File: src/rtl/dbn_pkg.sv
package dbn_pkg;

    localparam int SET_W      = 5;
    localparam int MIN_SET    = 2;
    localparam int MAX_SET    = 31;
    localparam int HOLD_TICKS = 4;
    localparam int STAB_W     = 3;

    typedef logic [SET_W-1:0]  rate_sel_t;
    typedef logic [STAB_W-1:0] stab_cnt_t;

    typedef struct packed {
        logic tick;
        logic restart;
    } grp_ctl_t;

    typedef struct packed {
        logic      sync1;
        logic      sync2;
        logic      level;
        stab_cnt_t run;
    } chan_state_t;

    // Settings below the minimum alias upward by two.
    function automatic rate_sel_t eff_setting(rate_sel_t s);
        return (s < rate_sel_t'(MIN_SET)) ? s + rate_sel_t'(MIN_SET) : s;
    endfunction

    // Width of the all-ones divider slice that marks a tick.
    function automatic logic [6:0] tick_span(rate_sel_t s, int unsigned base);
        return 7'(eff_setting(s)) - 7'(MIN_SET) + 7'(base);
    endfunction

endpackage

File: src/rtl/dbn_prescaler.sv
module dbn_prescaler
    import dbn_pkg::*;
#(
    parameter int BASE_LOG2 = 2
) (
    input  logic      clk,
    input  logic      rst,
    input  rate_sel_t setting,
    output grp_ctl_t  ctl
);
    localparam int CNT_W = BASE_LOG2 + (MAX_SET - MIN_SET) + 1;

    rate_sel_t        set_q;
    logic [CNT_W-1:0] div_q;
    logic [CNT_W-1:0] slice_mask;
    logic [6:0]       span;

    always_comb begin
        span        = tick_span(set_q, BASE_LOG2);
        slice_mask  = (CNT_W'(1) << span) - CNT_W'(1);
        ctl.restart = (setting != set_q);
        ctl.tick    = ((div_q & slice_mask) == slice_mask) && !ctl.restart;
    end

    always_ff @(posedge clk) begin
        if (rst) begin
            set_q <= '0;
            div_q <= '0;
        end else if (ctl.restart) begin
            set_q <= setting;
            div_q <= '0;
        end else begin
            div_q <= div_q + CNT_W'(1);
        end
    end

endmodule

File: src/rtl/dbn_channel.sv
module dbn_channel
    import dbn_pkg::*;
(
    input  logic      clk,
    input  logic      rst,
    input  logic      raw,
    input  grp_ctl_t  ctl,
    output logic      level,
    output stab_cnt_t run_cnt
);
    chan_state_t st;

    always_ff @(posedge clk) begin
        if (rst) begin
            st <= '0;
        end else begin
            st.sync1 <= raw;
            st.sync2 <= st.sync1;
            if (ctl.restart) begin
                st.run <= '0;
            end else if (st.sync2 == st.level) begin
                st.run <= '0;
            end else if (ctl.tick) begin
                if (st.run == stab_cnt_t'(HOLD_TICKS - 1)) begin
                    st.level <= st.sync2;
                    st.run   <= '0;
                end else begin
                    st.run <= st.run + stab_cnt_t'(1);
                end
            end
        end
    end

    assign level   = st.level;
    assign run_cnt = st.run;

endmodule

File: src/rtl/input_debounce_bank.sv
module input_debounce_bank
    import dbn_pkg::*;
#(
    parameter int N_GRP      = 2,
    parameter int CH_PER_GRP = 32,
    parameter int BASE_LOG2  = 2
) (
    input  logic                          clk,
    input  logic                          rst,
    input  logic [N_GRP*SET_W-1:0]        grp_setting,
    input  logic [N_GRP*CH_PER_GRP-1:0]   raw_in,
    output logic [N_GRP*CH_PER_GRP-1:0]   clean_out
);
    localparam int N_CH = N_GRP * CH_PER_GRP;

    grp_ctl_t                grp_ctl [N_GRP];
    logic [N_GRP-1:0]        grp_tick;
    logic [N_GRP-1:0]        grp_restart;
    logic [STAB_W*N_CH-1:0]  stab_flat;

    for (genvar g = 0; g < N_GRP; g++) begin : g_grp
        dbn_prescaler #(.BASE_LOG2(BASE_LOG2)) u_div (
            .clk     (clk),
            .rst     (rst),
            .setting (grp_setting[g*SET_W +: SET_W]),
            .ctl     (grp_ctl[g])
        );
        assign grp_tick[g]    = grp_ctl[g].tick;
        assign grp_restart[g] = grp_ctl[g].restart;

        for (genvar k = 0; k < CH_PER_GRP; k++) begin : g_ch
            localparam int C = g * CH_PER_GRP + k;
            dbn_channel u_ch (
                .clk     (clk),
                .rst     (rst),
                .raw     (raw_in[C]),
                .ctl     (grp_ctl[g]),
                .level   (clean_out[C]),
                .run_cnt (stab_flat[C*STAB_W +: STAB_W])
            );
        end
    end

endmodule

File: config.mk
export PLATFORM = sky130hd
export DESIGN_NAME = input_debounce_bank
export DESIGN_NICKNAME = d
export VERILOG_FILES = /design/src/rtl/dbn_pkg.sv /design/src/rtl/dbn_prescaler.sv /design/src/rtl/dbn_channel.sv /design/src/rtl/input_debounce_bank.sv
export SDC_FILE = /design/constraint.sdc
export NUM_CORES = 1
export LEC_CHECK = 0
export ABC_CLOCK_PERIOD_IN_PS = 17600
export CAP_MARGIN = 10
export CELL_PAD_IN_SITES_DETAIL_PLACEMENT = 0
export CELL_PAD_IN_SITES_GLOBAL_PLACEMENT = 2
export CORE_MARGIN = 2
export CORE_UTILIZATION = 38
export DETAILED_ROUTE_END_ITERATION = 10
export PLACE_DENSITY = 0.82
export REMOVE_ABC_BUFFERS = 1
export SYNTH_ARGS = -nofsm -noshare
export SYNTH_HDL_FRONTEND = slang
export SYNTH_HIERARCHICAL = 1
export SYNTH_SLANG_ARGS = --single-unit
export TNS_END_PERCENT = 1
File: constraint.sdc
create_clock -name clk -period 17.6 [get_ports clk]
set_input_delay 3.52 -clock clk [delete_from_list [all_inputs] [get_ports clk]]
set_output_delay 3.52 -clock clk [all_outputs]
set_load 0.005 [all_outputs]
# Word level (Yosys, flattened, before mapping)
# Cells that the tools add are included.
# Widths: inputs -> output; s select.
# word_totals
elab_cells	738
in_bits	76
output_inout_bits	64
register_bits	458
# op_classes
addsub	74
n_reduce_logical	134
n_eq_ne	132
n_shift	2
mux	66
order_cmp	2
bitwise_logic	68
# op_table
op	n
$reduce_and 4->1	64
$add 3x1->3 const B	64
$eq 3x2->1 const B	64
$mux 3	64
$reduce_or 3->1	64
$not 1->1	66
$add 32x1->32 const B	2
$and 32x32->32	2
$eq 1x1->1	64
$eq 32x32->1	2
$shl 1x7->32 const A	2
$sub 32x2->32 const B	2
$add 7x2->7 const B	2
$sub 5x2->6 const B	2
$add 5x2->5 const B	2
$lt 5x2->1 const B	2
$mux 5	2
$ne 5x5->1	2
$reduce_or 2->1	2
$logic_and 1x1->1	2
$logic_not 1->1	2

# Depth between registers and ports, before layout
# Gate-level depths: netlist of run 1.
# logic_depth
ltp_word	10
mapped_depth	19
mapped_depth_nobuf	16

# Modules after synthesis
# Netlist of run 1, hierarchy kept.
# modules_own_cells
module	seq_area_each_um2	cells_each	instances	area_each_um2
dbn_channel	120.1	27	64	261.5
dbn_prescaler at g_grp[0].u_div	720.7	362	1	2753.9
dbn_prescaler at g_grp[1].u_div	720.7	323	1	2484.9

# Worst setup path before layout of run 1
# Ideal clock, no wire load.
# synth_path
kind	input port to flip-flop
start	input port grp_setting[7]
end	register, netlist name g_grp[1].g_ch[0].u_ch/level
n_path_buf	0
setup_ns	0.072
path_slack_ns	3.996
stages	10
required_ns	17.528
t_arrival_ns	13.532
cell_sequence	xor2_1 -> nor3_1 -> nand3_1 -> a2111oi_0 -> o21a_1 -> o2111ai_1 -> nor4_2 -> nand2_2 -> or4b_1 -> a21oi_1
# synth_lines
item	line_no	source
from (decl)	input_debounce_bank.sv:10	input logic [N_GRP*SET_W-1:0] grp_setting,

==> impl_results.md, run 1 <==
* Outcome: completed
* RSZ-0062 raised after global routing: false
* CP Launch Type: input port
* Final min period at about 7.6 ns
* Reg2reg setup slack at roughly 11 ns
* DRT antenna net count at 0
* Clock Tree Buf Depth at 3
* GR Overflow Total at 0
* Root Buffer Master: clkbuf_16
* Max Slew Vio Count at 0
* Setup TNS at 0 ns
* Reg2Reg Capture Point: g_grp[1].g_ch[25].u_ch/level
* Nets at about 2,500
* # clock sinks at 456
* Setup Viol. Count Final at 0
* Clock transition at the registers of the reported paths at about 0.060 ns
* Clock Latency Late Sink at around 0.60 ns
* Fillers at slightly above 5,000
* Layout cell share with drive strength beyond 1 at 7.47%
* Diodes inserted at 0
* Critical Path AT at ~8.2 ns
* CTS tree: built
* Post-Syn Area at between 20,000 and 25,000 um^2
* Vias/cell at a little over 5
* Area grow syn2layout at 19.3%
* Worst r2r src: g_grp[1].u_div/set_q[1]
* Pin count of the biggest net entering global routing at ~110
* Fmax at 131 MHz
* Power Density at between 90 and 100 nW/um^2
* Sw Ratio at between 20% and 30%
* CTS Buf Count at between 50 and 60
* Port Buffer Count at around 140
* Layout Skew at ~0.026 ns
* MaxCap Viol Count at 0
* Initial antenna violation count at 0
* Post-Syn Area per Cell at ~9.2 um^2
* Clock network power share at 48.5%
* Reg power frac at between 40% and 50%
* Int Pwr at 1.79 mW
* Req. time, crit path at about 18 ns
* Final-report hold violation count at 0
* WHS Path Cells at 1
* Post-route DRC violation count at 0
* Starting DRT DRC Count at approximately 900
* Hold Crit Class: register to register
* CTS hold repair buffers at 0
* First-pass GRT wire length at between 70,000 and 80,000 um
* Fin crit share at roughly 43%
* Total GRT Usage at 15.9%
* HP Start: g_grp[0].g_ch[24].u_ch/st[5]
* Reg2Reg Depth at 17
* Max_slew headroom at 23.4%
* Starting Density at 38.3%
* Leak Pwr at approximately 8.4 nW
* Dpl ws at 9.17 ns
* VDD IR-drop max at roughly 0.06 mV
* Gpl congestion at approximately 0.84
* Fin worst setup slack at approximately 10 ns
* Die area at 55,900 um^2
* Post-CTS setup buffers at 0
* Worst slew pin tran at 1.15 ns
* Hpwl dp at between 20,000 and 30,000 um
* Cells after Synth at ~2,200
* Vias in the first global route at roughly 16,000
* DR vias at 15,892
* CP max FO at 98
* Final wirelength at 44,500 um
* WS Path Type: input port to register
* CP Capture Type: register
* FP Rows at 85
* Worst hold endpoint: g_grp[0].g_ch[24].u_ch/st[4]
* Chip height at 236 um
* CTS H-tree depth at 2
* Switching pwr at between 0.5 and 0.6 mW
* IO Pins at between 100 and 150
* Core area at about 54,000 um^2
* Die Width at 236 um
* DR WL/cell at approximately 14 um
* Synth warn at 6
* Comb pwr share at roughly 5.4%
* Cts repair resizes at 0
* 1st-pass router iterations at 5
[cells in the final DEF, fill, tap and decap left out, types with 11 or more instances in the layout]
cell,instances
a21oi_1,155
nor2_1,288
nand4_1,15
clkbuf_8,11
dfxtp_1,456
nor3_1,20
or4b_1,64
clkbuf_16,52
nand3_1,35
nand2_1,118
nor2b_1,211
nand2_2,65
or3_1,73
o31ai_1,65
mux2i_1,69
buf_4,13
xor2_1,35
o21ai_0,27
clkdlybuf4s50_1,138
ha_1,72
xnor2_1,101
inv_1,21
and2b_1,64
nand2b_1,74
[worst max-delay path by stage]
stage	startpoint	end	slack (ns)	depth (start not counted)
final	grp_setting[9]	g_grp[1].g_ch[25].u_ch/level	9.96	13
after global routing	grp_setting[9]	g_grp[1].g_ch[25].u_ch/level	9.45	13
after CTS	grp_setting[9]	g_grp[1].g_ch[25].u_ch/level	9.84	13
after detailed placement	grp_setting[9]	g_grp[1].g_ch[25].u_ch/level	9.17	13
after global placement	grp_setting[9]	g_grp[1].g_ch[27].u_ch/level	9.41	13
after floorplan	grp_setting[7]	g_grp[1].g_ch[0].u_ch/level	3.99	10
[metrics by stage]
step | utilization, % | cell area (um^2) | power, mW | hold slack, ns | std cells
detailed placement | 42.4 | 22700 | 1.20 | 0.422 | 3032
global placement | 42.4 | 22700 | 1.20 | 0.415 | 3032
finish | 45.7 | 24500 | 2.30 | 0.432 | 3119
CTS | 45.7 | 24500 | 2.34 | 0.436 | 3119
floorplan | - | 20300 | 1.15 | 0.414 | 2184
global route | 45.7 | 24500 | 2.40 | 0.449 | 3119
[sequential cells by signal (all words and copies together) (netlist names)]
signal                   count
g_grp.u_div/div_q           62
g_grp.g_ch.u_ch/st         128
g_grp.g_ch.u_ch/level       64
g_grp.g_ch.u_ch/run_cnt    192
g_grp.u_div/set_q           10
[power groups by stage]
stage               Clock, mW  Combinational, mW  Sequential, mW
floorplan                   0             0.0719            1.08
global placement            0              0.125            1.08
detailed placement          0              0.124            1.08
CTS                      1.16              0.125            1.06
global route             1.20              0.138            1.06
finish                   1.11              0.125            1.06
[layer usage]
metal,wire [um],part of all wire [%],GRT usage (%),up-vias
met5,0,0,0,-
li1,-,-,-,8105
met3,1850,4.1,2.87,78
met1,21300,48,20.9,7443
met4,1120,2.5,5.70,0
met2,20300,45,26.3,266
[worst max-delay path: stages]
cell and delay (ns):
clkdlybuf4s50_1 0.46, xor2_1 0.17, nor3_1 0.32, nand3_4 0.09
buf_4 0.38, a2111oi_0 0.45, o21a_1 0.18, o2111ai_1 0.14
nor4_4 0.70, buf_4 0.88, nand2_2 0.12, or4b_1 0.51
a21oi_1 0.16
[area by class of cell]
class / instances / area [um^2] / area share, %
inverters: 23 / 86.3 / 0.352
repair buffers: 152 / 1490 / 6.10
multi-input cells: 1705 / 11200 / 45.5
clock inverters: 15 / 273 / 1.11
well taps: 696 / 871 / 3.56
clock buffers: 72 / 1490 / 6.07
flip-flops and latches: 456 / 9130 / 37.3
Power figures use the tool's default switching activity.
==> run 2: changes to the inputs <==
ABC_CLOCK_PERIOD_IN_PS = 7100   (was 17600)
clock period = 7.1 ns   (was 17.6 ns; I/O delays follow)
==> impl_results.md, run 2 (synthesis gave the netlist of run 1 again) <==
* Final min period at approximately 6 ns
* Commonest non-fill, non-tap cell in the layout: dfxtp_1
* Final-report hold violation count at 0 (unchanged)
* Worst slew pin tran at 1.11 ns (-0.0386 ns)
* Critical Path Source: g_grp[0].u_div/set_q[1]
* Layout Skew at 0.0288 ns (+0.00303 ns)
* Clock Latency Late Sink at 0.60 ns (about the same)
* Power Total at 5.63 mW (+150%)
* Area grow syn2layout at 19.4%
* Max Slew Vio Count at 0 (unchanged)
* Layout cell share with drive strength beyond 1 at 7.77% (+0.30 points)
* FP Rows at 85 (unchanged)
* Final wirelength at 44,600 um (+0.14%)
* Fillers at 5,149 (+0.27%)
* IO Pins at 140 (unchanged)
* DR WL/cell at 14.3 um (-0.12%)
* Most frequent cells in the layout: dfxtp_1, nor2_1, nor2b_1
* Post-CTS setup buffers at 0 (unchanged)
* Clock Tree Buf Depth at 3 (unchanged)
* Post-route DRC violation count at 0 (unchanged)
* CP Launch Type: register
* Gpl congestion at 0.886 (+5.0%)
* CP cell instances: inv_2, ha_1, or3b_1, a22o_1, nand2b_1, ha_1, o31a_1, o311a_1, mux2i_1, a32o_1, or4_1, nor4_4, buf_4, nand2_2, or4b_1, a21oi_1
* DRT antenna net count at 0 (unchanged)
* CP max stage cell: or4_1
* Reg2Reg Capture Point: g_grp[0].g_ch[20].u_ch/level
* Starting DRT DRC Count at 821 (-7.5%)
* Worst path depth at 16 (+3)
* Chip height at 236 um (unchanged)
* Reg2reg setup slack at 1.16 ns (-9.67 ns)
* Total GRT Usage at 15.8% (-0.083 points)
* Diodes inserted at 0 (unchanged)
* Vias in the first global route at 15,324 (-1.9%)
* CP bufs+invs at 2 (-1)
* Core area at 53,600 um^2 (unchanged)
* Critical Path End: g_grp[0].g_ch[20].u_ch/level
* Fin crit share at between 80 and 90%
* Most frequent CP cell: ha_1
* Max incr delay on CP at 0.56 ns (-0.32 ns)
* Die Width at 236 um (unchanged)
* Clock transition at the registers of the reported paths at 0.06 ns (about the same)
* CP top delay family: simple AND/OR/NAND/NOR gates
* RSZ-0062 raised after global routing: false
* CTS Buf Count at 51 (unchanged)
* DR vias at 15,924 (+0.20%)
* Fmax at between 150 and 200 MHz
* 1st-pass router iterations at 5 (unchanged)
* Dpl ws at 1.22 ns (-7.95 ns)
* Hpwl dp at 29,200 um (+1.3%)
* Leak Pwr at 8.39 nW (+0.15%)
* Root Buffer Master: clkbuf_16
* Cts repair resizes at 0 (unchanged)
* CP max FO at 39 (-60%)
* Starting Density at 38.3% (unchanged)
* Outcome: completed
* Port Buffer Count at 139 (unchanged)
* Hold Crit Class: register to register
* Die area at 55,900 um^2 (unchanged)
* Register Area at 9130 um^2 (unchanged)
* Pin count of the biggest net entering global routing at 145 (+36%)
* MaxCap Viol Count at 0 (unchanged)
* Power Density at 230 nW/um^2 (+140%)
* CP Capture Type: register
* GR Overflow Total at 0 (unchanged)
* Worst r2r src: g_grp[0].u_div/set_q[1]
* Fin worst setup slack at 1.16 ns (-8.81 ns)
* First-pass GRT wire length at 75,600 um (-0.23%)
* WS Path Type: register to register
* Max_slew headroom at 26.0% (+2.6 points)
* CTS hold repair buffers at 0 (unchanged)
* Nets at 2,538 (+0.039%)
* # clock sinks at 456 (unchanged)
* Setup Viol. Count Final at 0 (unchanged)
* Req. time, crit path at 7.59 ns (-10.52 ns)
* CTS H-tree depth at 2 (unchanged)
* CTS tree: built
* Critical Path AT at 6.43 ns (-1.72 ns)
* Area of the multi-input gates at 11,200 um^2 (unchanged)
* VDD IR-drop max at 0.192 mV (+220%)
* Vias/cell at 5.09 (about the same)
* Initial antenna violation count at 0 (unchanged)
* Number of flip-flops in the largest register at 192 (unchanged)
* Reg2Reg Depth at 16 (-1)
[run 2: where the power goes]
| group | total [mW] | switching (mW) | internal (mW) |
|---|---|---|---|
| clock network | 2.70 | 1.07 | 1.63 |
| registers | 2.62 | 0.0223 | 2.60 |
| logic | 0.314 | 0.174 | 0.140 |
| total | 5.63 | 1.27 | 4.37 |
[run 2: area by class of cell]
| class | instances | share of cell area (%) |
|---|---|---|
| inverter | 23 | 0.352 |
| clock inverter | 16 | 0.730 |
| sequential | 456 | 37.2 |
| multi-input combinational | 1705 | 45.5 |
| timing repair buffer | 153 | 6.27 |
| clock buffer | 78 | 6.40 |
| tap | 696 | 3.55 |
[run 2: routing by layer]
metal	share of wire, %	up-vias	track usage, %
li1	-	8118	-
met1	48	7421	20.9
met2	45	298	26.0
met3	5.1	87	3.28
met4	2.3	0	4.89
met5	0	-	0
[run 2: worst min path at each step]
stage	startpoint	endpoint	slack, ns	cells after the start
2_1_floorplan	g_grp[0].g_ch[0].u_ch/st[5]	g_grp[0].g_ch[0].u_ch/st[4]	0.41	1
3_3_place_gp	g_grp[0].g_ch[25].u_ch/st[5]	g_grp[0].g_ch[25].u_ch/st[4]	0.41	1
3_5_place_dp	g_grp[1].g_ch[19].u_ch/st[5]	g_grp[1].g_ch[19].u_ch/st[4]	0.42	1
4_1_cts	g_grp[1].g_ch[2].u_ch/st[5]	g_grp[1].g_ch[2].u_ch/st[4]	0.43	1
5_1_grt	g_grp[1].g_ch[2].u_ch/st[5]	g_grp[1].g_ch[2].u_ch/st[4]	0.43	1
6_report	g_grp[1].g_ch[20].u_ch/st[5]	g_grp[1].g_ch[20].u_ch/st[4]	0.43	1
[run 2: per-stage QoR]
| step | TNS [ns] | instances | util (%) | cell area [um^2] | hold slack (ns) |
|---|---|---|---|---|---|
| floorplan | -1009.61 | 2184 | - | 20300 | 0.414 |
| global placement | 0 | 3033 | 42.5 | 22800 | 0.415 |
| detailed placement | 0 | 3033 | 42.5 | 22800 | 0.422 |
| CTS | 0 | 3127 | 45.8 | 24500 | 0.434 |
| global route | 0 | 3127 | 45.8 | 24500 | 0.435 |
| finish | 0 | 3127 | 45.8 | 24500 | 0.433 |
==> run 3: changes to the inputs <==
ABC_CLOCK_PERIOD_IN_PS = 5700   (was 7100)
clock period = 5.7 ns   (was 7.1 ns; I/O delays follow)
==> impl_results.md, run 3 (synthesis gave the netlist of run 1 again) <==
* Outcome: completed
* Hpwl dp at 30,400 um (+4.1%)
* Area of the multi-input gates at 11,200 um^2 (unchanged)
* Core area at 53,600 um^2 (unchanged)
* Post-CTS setup buffers at 0 (unchanged)
* CP Launch Type: register
* # clock sinks at 456 (unchanged)
* First-pass GRT wire length at 75,900 um (+0.46%)
* Setup TNS at 0 ns (unchanged)
* Design area at 24,800 um^2 (+1.3%)
* CTS tree: built
* Final min period at 5.06 ns (-0.885 ns)
* RSZ-0062 raised after global routing: false
* CP Capture Type: register
* Power Density at 284 nW/um^2 (+24%)
* Fin crit share at 88.7% (+5.0 points)
* Total GRT Usage at 16.0% (+0.19 points)
* Vias/cell at 5.06 (-0.56%)
* Clock Tree Buf Depth at 3 (unchanged)
* 1st-pass router iterations at 5 (unchanged)
* Fmax at 198 MHz (+17%)
* Non-Filler Instances at 3,150 (+0.74%)
* Number of flip-flops in the largest register at 192 (unchanged)
* Worst hold margin at 0.434 ns (+0.00119 ns)
* Die Width at 236 um (unchanged)
* HP Start: g_grp[1].g_ch[13].u_ch/st[5]
* Commonest non-fill, non-tap cell in the layout: dfxtp_1
* Most frequent cells in the layout: dfxtp_1, nor2_1, nor2b_1
* IO Pins at 140 (unchanged)
* Dpl ws at 0.662 ns (-0.553 ns)
* Layout cell share with drive strength beyond 1 at 8.64% (+0.86 points)
* Register Area at 9130 um^2 (unchanged)
* Clock transition at the registers of the reported paths at 0.06 ns (about the same)
* Vias in the first global route at 15,637 (+2.0%)
* Critical Path AT at 5.55 ns (-0.88 ns)
* Initial antenna violation count at 0 (unchanged)
* FP Rows at 85 (unchanged)
* Final wirelength at 44,900 um (+0.67%)
* WS Path Type: register to register
* GR Overflow Total at 0 (unchanged)
* Gpl congestion at 0.858 (-3.2%)
* Worst r2r src: g_grp[0].u_div/set_q[1]
* Chip height at 236 um (unchanged)
* VDD IR-drop max at 0.200 mV (+4.0%)
* Die area at 55,900 um^2 (unchanged)
* DRT antenna net count at 0 (unchanged)
* Nets at 2,560 (+0.87%)
* DR vias at 15,951 (+0.17%)
* Worst slew pin tran at 0.997 ns (-0.113 ns)
* Leak Pwr at 8.55 nW (+1.8%)
* Placed cell count at 3,054 (+0.69%)
* Post-layout util at 46.4% (+0.60 points)
* Setup Viol. Count Final at 0 (unchanged)
* Post-route DRC violation count at 0 (unchanged)
* Clock Latency Late Sink at 0.58 ns (-0.02 ns)
* Power Total at 7.06 mW (+25%)
* Fillers at 5,179 (+0.58%)
* Critical Path End: g_grp[0].g_ch[14].u_ch/level
* Starting Density at 38.3% (unchanged)
* CTS H-tree depth at 2 (unchanged)
* Cts repair resizes at 0 (unchanged)
* Final-report hold violation count at 0 (unchanged)
* Dpl cell area at 23,000 um^2 (+1.2%)
* Critical Path Source: g_grp[0].u_div/set_q[1]
* Port Buffer Count at 139 (unchanged)
* Reg2Reg Capture Point: g_grp[0].g_ch[14].u_ch/level
* Starting DRT DRC Count at 724 (-12%)
* Fin worst setup slack at 0.642 ns (-0.515 ns)
* MaxCap Viol Count at 0 (unchanged)
* Layout Skew at 0.0209 ns (-0.00794 ns)
* CP max FO at 31 (-21%)
* Max Slew Vio Count at 0 (unchanged)
* Max_slew headroom at 33.5% (+7.5 points)
* Req. time, crit path at 6.19 ns (-1.40 ns)
* Reg2Reg Depth at 17 (+1)
* Area grow syn2layout at 21.0%
* CTS Buf Count at 51 (unchanged)
* Diodes inserted at 0 (unchanged)
* DR WL/cell at 14.3 um (about the same)
* Hold Crit Class: register to register
* Reg2reg setup slack at 0.64 ns (-0.51 ns)
* Root Buffer Master: clkbuf_16
* CTS hold repair buffers at 0 (unchanged)
* Pin count of the biggest net entering global routing at 102 (-30%)
==> run 3: cell types whose count changed in the layout (fill, tap and decap cells not counted), sizes merged <==
cell / change
clkinvlp: +1
bufinv: +2
buf: +22
inv: +1
clkbuf: -4
clkinv: +1
==> run 3: area by class of cell <==
class	count	share of cell area [%]
repair buffers	175	7.39
flip-flops and latches	456	36.7
multi-input cells	1705	44.9
clock buffers	74	6.09
inverters	23	0.347
well taps	696	3.50
clock inverters	21	1.03
==> run 3: power by group <==
group	internal (mW)	switching (mW)	total (mW)
Combinational	0.180	0.224	0.405
Clock	2.07	1.32	3.39
Sequential	3.23	0.0232	3.26
==> run 3: per-layer routing <==
metal | routed length [um] | GRT usage [%] | part of all wire (%) | vias to the layer above
li1 | - | - | - | 8149
met1 | 21200 | 20.6 | 47 | 7463
met2 | 20400 | 26.5 | 45 | 264
met3 | 2180 | 3.56 | 4.9 | 75
met4 | 1090 | 5.52 | 2.4 | 0
met5 | 0 | 0 | 0 | -
==> run 3: worst min-delay path by stage <==
stage / end / depth (start not counted) / slack [ns]
floorplan: g_grp[0].g_ch[0].u_ch/st[4] / 1 / 0.41
global placement: g_grp[0].g_ch[25].u_ch/st[4] / 1 / 0.42
detailed placement: g_grp[0].g_ch[24].u_ch/st[4] / 1 / 0.42
CTS: g_grp[0].g_ch[24].u_ch/st[4] / 1 / 0.44
global route: g_grp[1].g_ch[13].u_ch/st[4] / 1 / 0.45
finish: g_grp[1].g_ch[13].u_ch/st[4] / 1 / 0.43
==> run 3: critical path, cell delays in order (launching register included) <==
cell      delay, ns
dfxtp_1        0.31
inv_2          0.11
ha_1           0.41
or3b_1         0.41
a22o_1         0.34
nand2b_1       0.13
ha_1           0.24
o31a_1         0.19
o311a_1        0.42
mux2i_1        0.14
a32o_1         0.26
or4_1          0.56
nor4_4         0.29
buf_12         0.25
buf_12         0.21
nand2_2        0.08
or4b_1         0.47
a21oi_1        0.14
